## src/rtl/clkreq_gate_pkg.sv

```systemverilog
package clkreq_gate_pkg;

   // Per-lane operating mode: toggling with the SRC clock, or parked and floating
   typedef enum logic {
      LANE_TOGGLE = 1'b0,
      LANE_PARKED = 1'b1
   } lane_mode_e;

   // Index of each request pin in the group vectors
   localparam int PIN_A   = 0;
   localparam int PIN_B   = 1;
   localparam int NUM_PIN = 2;

endpackage

```

## src/rtl/req_synchronizer.sv

```systemverilog
module req_synchronizer #(
   parameter int STAGES = 2
) (
   input  logic clk,
   input  logic rst_n,
   input  logic req_n_async,
   output logic halt_sync
);

   generate
      if (STAGES < 2) begin : g_bad_stages
         $error("req_synchronizer: STAGES must be at least 2");
      end

      if (STAGES == 2) begin : g_pair
         logic meta_q;
         logic stable_q;

         always_ff @(posedge clk) begin
            if (!rst_n) begin
               meta_q   <= 1'b0;
               stable_q <= 1'b0;
            end else begin
               meta_q   <= req_n_async;
               stable_q <= meta_q;
            end
         end

         assign halt_sync = stable_q;
      end else begin : g_chain
         logic [STAGES-1:0] chain_q;

         always_ff @(posedge clk) begin
            if (!rst_n) begin
               chain_q <= '0;
            end else begin
               chain_q <= {chain_q[STAGES-2:0], req_n_async};
            end
         end

         assign halt_sync = chain_q[STAGES-1];
      end
   endgenerate

endmodule

```

## src/rtl/src_edge_tracker.sv

```systemverilog
module src_edge_tracker (
   input  logic clk,
   input  logic rst_n,
   input  logic src_level,
   output logic src_q,
   output logic src_rise
);

   always_ff @(posedge clk) begin
      if (!rst_n) begin
         src_q <= 1'b0;
      end else begin
         src_q <= src_level;
      end
   end

   // A rise seen on the raw level is one reference cycle ahead of the lanes
   assign src_rise = src_level & ~src_q;

endmodule

```

## src/rtl/resume_timer.sv

```systemverilog
module resume_timer #(
   parameter int RISES = 3
) (
   input  logic clk,
   input  logic rst_n,
   input  logic halt,
   input  logic src_rise,
   output logic go
);

   localparam int CW = $clog2(RISES + 1);
   localparam logic [CW-1:0] LAST = CW'(RISES - 1);
   localparam logic [CW-1:0] DONE = CW'(RISES);

   logic [CW-1:0] seen_q;

   generate
      if (RISES < 1) begin : g_bad_rises
         $error("resume_timer: RISES must be at least 1");
      end
   endgenerate

   always_ff @(posedge clk) begin
      if (!rst_n) begin
         seen_q <= '0;
      end else if (halt) begin
         seen_q <= '0;
      end else if (src_rise && (seen_q != DONE)) begin
         seen_q <= seen_q + 1'b1;
      end
   end

   assign go = ~halt & src_rise & (seen_q == LAST);

endmodule

```

## src/rtl/lane_gate.sv

```systemverilog
module lane_gate
   import clkreq_gate_pkg::*;
(
   input  logic clk,
   input  logic rst_n,
   input  logic stoppable,
   input  logic halt,
   input  logic go,
   input  logic src_q,
   output logic lane_true,
   output logic lane_comp,
   output logic lane_oe
);

   lane_mode_e mode_q;
   logic       park_now;

   // Park only where the true level is about to fall
   assign park_now = stoppable & halt & lane_true & ~src_q;

   always_ff @(posedge clk) begin
      if (!rst_n) begin
         mode_q    <= LANE_TOGGLE;
         lane_true <= 1'b0;
         lane_comp <= 1'b1;
         lane_oe   <= 1'b1;
      end else begin
         case (mode_q)
            LANE_TOGGLE: begin
               if (park_now) begin
                  mode_q    <= LANE_PARKED;
                  lane_true <= 1'b0;
                  lane_comp <= 1'b0;
                  lane_oe   <= 1'b0;
               end else begin
                  lane_true <= src_q;
                  lane_comp <= ~src_q;
               end
            end
            LANE_PARKED: begin
               if (go) begin
                  mode_q    <= LANE_TOGGLE;
                  lane_true <= 1'b0;
                  lane_comp <= 1'b1;
                  lane_oe   <= 1'b1;
               end
            end
            default: begin
               mode_q <= LANE_TOGGLE;
            end
         endcase
      end
   end

endmodule

```

## src/rtl/clkreq_src_gater.sv

```systemverilog
module clkreq_src_gater
   import clkreq_gate_pkg::*;
#(
   parameter int NUM_OUT      = 8,
   parameter int SYNC_STAGES  = 2,
   parameter int RESUME_RISES = 3
) (
   input  logic               ref_clk,
   input  logic               rst_n,
   input  logic               src_clk_in,
   input  logic               req_a_n,
   input  logic               req_b_n,
   input  logic [NUM_OUT-1:0] cfg_stoppable,
   input  logic [NUM_OUT-1:0] cfg_use_b,
   output logic [NUM_OUT-1:0] out_true,
   output logic [NUM_OUT-1:0] out_comp,
   output logic [NUM_OUT-1:0] out_oe
);

   generate
      if (NUM_OUT < 1) begin : g_bad_width
         $error("clkreq_src_gater: NUM_OUT must be at least 1");
      end
      if ((RESUME_RISES < 2) || (RESUME_RISES > 5)) begin : g_bad_rises
         $error("clkreq_src_gater: RESUME_RISES must lie in 2..5");
      end
   endgenerate

   logic [NUM_PIN-1:0] pin_req_n;
   logic [NUM_PIN-1:0] pin_halt;
   logic [NUM_PIN-1:0] pin_go;
   logic               src_q;
   logic               src_rise;

   assign pin_req_n[PIN_A] = req_a_n;
   assign pin_req_n[PIN_B] = req_b_n;

   src_edge_tracker u_edge (
      .clk       (ref_clk),
      .rst_n     (rst_n),
      .src_level (src_clk_in),
      .src_q     (src_q),
      .src_rise  (src_rise)
   );

   for (genvar p = 0; p < NUM_PIN; p++) begin : g_pin
      req_synchronizer #(.STAGES(SYNC_STAGES)) u_sync (
         .clk         (ref_clk),
         .rst_n       (rst_n),
         .req_n_async (pin_req_n[p]),
         .halt_sync   (pin_halt[p])
      );

      resume_timer #(.RISES(RESUME_RISES)) u_timer (
         .clk      (ref_clk),
         .rst_n    (rst_n),
         .halt     (pin_halt[p]),
         .src_rise (src_rise),
         .go       (pin_go[p])
      );
   end

   for (genvar i = 0; i < NUM_OUT; i++) begin : g_lane
      logic lane_halt;
      logic lane_go;

      assign lane_halt = cfg_use_b[i] ? pin_halt[PIN_B] : pin_halt[PIN_A];
      assign lane_go   = cfg_use_b[i] ? pin_go[PIN_B]   : pin_go[PIN_A];

      lane_gate u_lane (
         .clk       (ref_clk),
         .rst_n     (rst_n),
         .stoppable (cfg_stoppable[i]),
         .halt      (lane_halt),
         .go        (lane_go),
         .src_q     (src_q),
         .lane_true (out_true[i]),
         .lane_comp (out_comp[i]),
         .lane_oe   (out_oe[i])
      );
   end

endmodule

```

## config.mk

```make
export PLATFORM = sky130hd
export DESIGN_NAME = clkreq_src_gater
export DESIGN_NICKNAME = d
export VERILOG_FILES = /design/src/rtl/clkreq_gate_pkg.sv /design/src/rtl/req_synchronizer.sv /design/src/rtl/src_edge_tracker.sv /design/src/rtl/resume_timer.sv /design/src/rtl/lane_gate.sv /design/src/rtl/clkreq_src_gater.sv
export SDC_FILE = /design/constraint.sdc
export NUM_CORES = 1
export LEC_CHECK = 0
export ABC_AREA = 1
export BUFFER_PORTS_ARGS = -buffer_cell sky130_fd_sc_hd__buf_4
export CORE_AREA = 2 2 87 110
export DETAILED_ROUTE_END_ITERATION = 6
export DIE_AREA = 0 0 89 112
export GPL_TIMING_DRIVEN = 0
export PLACE_DENSITY_LB_ADDON = 0.1
export SLEW_MARGIN = 20
export SYNTH_ARGS = -nofsm -noshare
export SYNTH_HDL_FRONTEND = slang
export SYNTH_HIERARCHICAL = 1
export SYNTH_SLANG_ARGS = --single-unit
```

## constraint.sdc

```tcl
create_clock -name ref_clk -period 2.3 [get_ports ref_clk]
set_input_delay 0.23 -clock ref_clk [delete_from_list [all_inputs] [get_ports ref_clk]]
set_output_delay 0.23 -clock ref_clk [all_outputs]
set_load 0.03 [all_outputs]
```

==> metrics <==
Gate power share=0.115; CP most frequent cell=nand2_1; synth warn=6; Fin Setup TNS=0 ns; die area=9970 um2; gpl congestion=0.725; sequential area share after synthesis=0.375; Synth Net Count=362; GRT Total Usage=0.109; clock skew=0.00264 ns; Achievable Freq=548 MHz; initial antenna violation count=0; hold slack=0.124 ns; drt wl/cell=approximately 10 um; synthesized flop and latch total=41; final period utilization=0.793; Mapped Area=around 2200 um2; htree depth=2; maxcap violations=0; # hold bufs at CTS=0; HP Class=in -> reg; Initial Utilization=0.244; Commonest cells post-synth=139 x nand2_1, 60 x inv_1, 41 x dfxtp_1; Cells after Synth=337; Startpoint Class=flip-flop; Remaining Overflow, GRT=0; CTS Sinks=41; global-route wire length before repair=8.48 mm; post-route minimum period=about 1.8 ns; detailed-route DRC error count=0; Post-DP HPWL=3.80 mm; Pwr Total=0.00170 W; ys async rst share=0; PortBufs=44; CP Cell Sequence=nor2_2 -> nand2_1 -> nor2_1 -> clkbuf_2 -> nand2_1 -> nand2_1 -> nand2_1 -> o21ai_0 -> nor3_1; clock power share=0.437; Util after Layout=0.315; Antenna diodes=0; Seq pwr share=0.448; peak supply drop=0.244 mV; post-synth top area share=0.375; chip height=around 110 um; CP max stage delay=between 0.4 and 0.5 ns; Worst slew margin=0.669; WP data required=2.47 ns; Synth area leaders=dfxtp_1 37%, nand2_1 24%, inv_1 10%; Max Buffers Root-to-Sink=2; Net Sw Frac=0.252; die width=~90 um; Mapped Avg Cell Area=6.50 um2; final hold violations=0; core area=8980 um2; slew at the pin closest to its max-slew limit=0.496 ns; DRT iter0 DRCs=61; Post-CTS Setup Bufs=0; WL final=5.13 mm; number of global-route vias before repair=1885; critical path arrival=1.99 ns; clk_lat worst skew=0.28 ns; number of enable flip-flop cells after synthesis=0; pwr dens=600 nW/um2; crit path kind=reg -> reg; root buffer cell=clkbuf_16; row count=39; most numerous cell in the Yosys netlist=nand2_1; crit-path leading delay family=simple AND/OR/NAND/NOR gates; Max FO, Critical Path=17; via count=2038; share of layout cells above drive strength 1=0.278; I/O pins=between 40 and 50; RSZ-0062 raised after global routing=false; status=completed; sw power=0.000429 W; TritonCTS Buffers=5; largest area contributor in the netlist=dfxtp_1; post_cts resized=0; drt pass-1 iters=4; Worst Setup End Kind=flip-flop; CTS tree=built; leakage=1.56 nW; worst path bufs/invs=1; slowest CP cell=dfxtp_2; Vias/cell=3.98; Primary FF master, synth=dfxtp_1; clock slew at reported path FFs=0.06 ns; internal power=0.00127 W; antenna viol nets, final=0; endpoints failing setup=0; Layout Nets=413; fin. max-slew vios=0; largest net degree at the start of global routing=32; Synth cell types=16; Layout area overhead=29.4%
==> cell usage in the layout, fill, tap and decap left out <==
cell and n:
a21oi_1 4, a21oi_2 8, buf_2 2, buf_4 44, clkbuf_16 5, clkbuf_2 2, clkbuf_8 2, clkinv_2 1
dfxtp_1 40, dfxtp_2 1, ha_1 4, inv_1 60, inv_2 16, nand2_1 139, nand3_1 12, nand3_2 8
nor2_1 6, nor2_2 11, nor2_4 8, nor3_1 8, o21ai_0 8
==> routing by layer <==
metal / share of wire / GRT usage
met1: 0.47 / 0.136
met2: 0.48 / 0.182
met3: 0.038 / 0.0230
met4: 0.015 / 0.0418
met5: 0 / 0
==> layout make-up <==
cell class,instances,area [um2]
well taps,123,154
clock inverters,1,5.00
inverters,76,285
fillers,998,6150
repair buffers,44,330
clock buffers,7,153
multi-input cells,216,1060
plain buffers,4,20.0
flip-flops and latches,41,822
==> logic make-up after synthesis <==
logic type,after synthesis,share of synthesized area
simple gates,192,0.403
fa+ha+maj,4,0.0229
flops,41,0.375
compound gates,20,0.0594
buf+inv,80,0.139
==> final timing paths <==
check,startpoint,end,slack [ns],depth (start not counted)
worst min-delay path,req_a_n,g_pin[0].u_sync/g_pair.meta_q$_SDFF_PN0_,0.12,3
worst min register to register,g_pin[0].u_sync/g_pair.meta_q$_SDFF_PN0_,g_pin[0].u_sync/halt_sync$_SDFF_PN0_,0.41,2
worst max register to register,u_edge/src_q$_SDFF_PN0_,g_lane[0].u_lane/lane_true$_SDFFE_PN0P_,0.48,9
worst max-delay path,u_edge/src_q$_SDFF_PN0_,g_lane[0].u_lane/lane_true$_SDFFE_PN0P_,0.48,9
==> power groups by stage <==
stage	sequential [W]	combinational (W)	clock, W
after floorplan	0.000798	0.0000912	0
after global placement	0.000778	0.000198	0
after detailed placement	0.000778	0.000200	0
after CTS	0.000763	0.000201	0.000777
after global routing	0.000766	0.000222	0.000800
final	0.000762	0.000196	0.000742
==> flip-flops by register name, indices dropped and copies added, names as in the netlist <==
name and flops:
g_lane.u_lane/mode_q 8, u_edge/src_q 1, g_pin.u_timer/seen_q 4, g_lane.u_lane/lane_oe 8
g_lane.u_lane/lane_true 8, g_lane.u_lane/lane_comp 8, g_pin.u_sync/g_pair.meta_q 2, g_pin.u_sync/halt_sync 2
==> metrics by stage <==
stage	setup WS, ns	std cells	instance area [um2]
floorplan	0.657	337	2190
global placement	0.0833	504	2670
detailed placement	0.0779	504	2670
CTS	0.0562	512	2830
global route	0.255	512	2830
finish	0.475	512	2830
==> tightest hold or removal path, stage by stage <==
cell and delay [ns]:
buf_4 0.08, nand2_1 0.04, inv_1 0.04
Note: power is estimated with default switching activity, not from simulation.
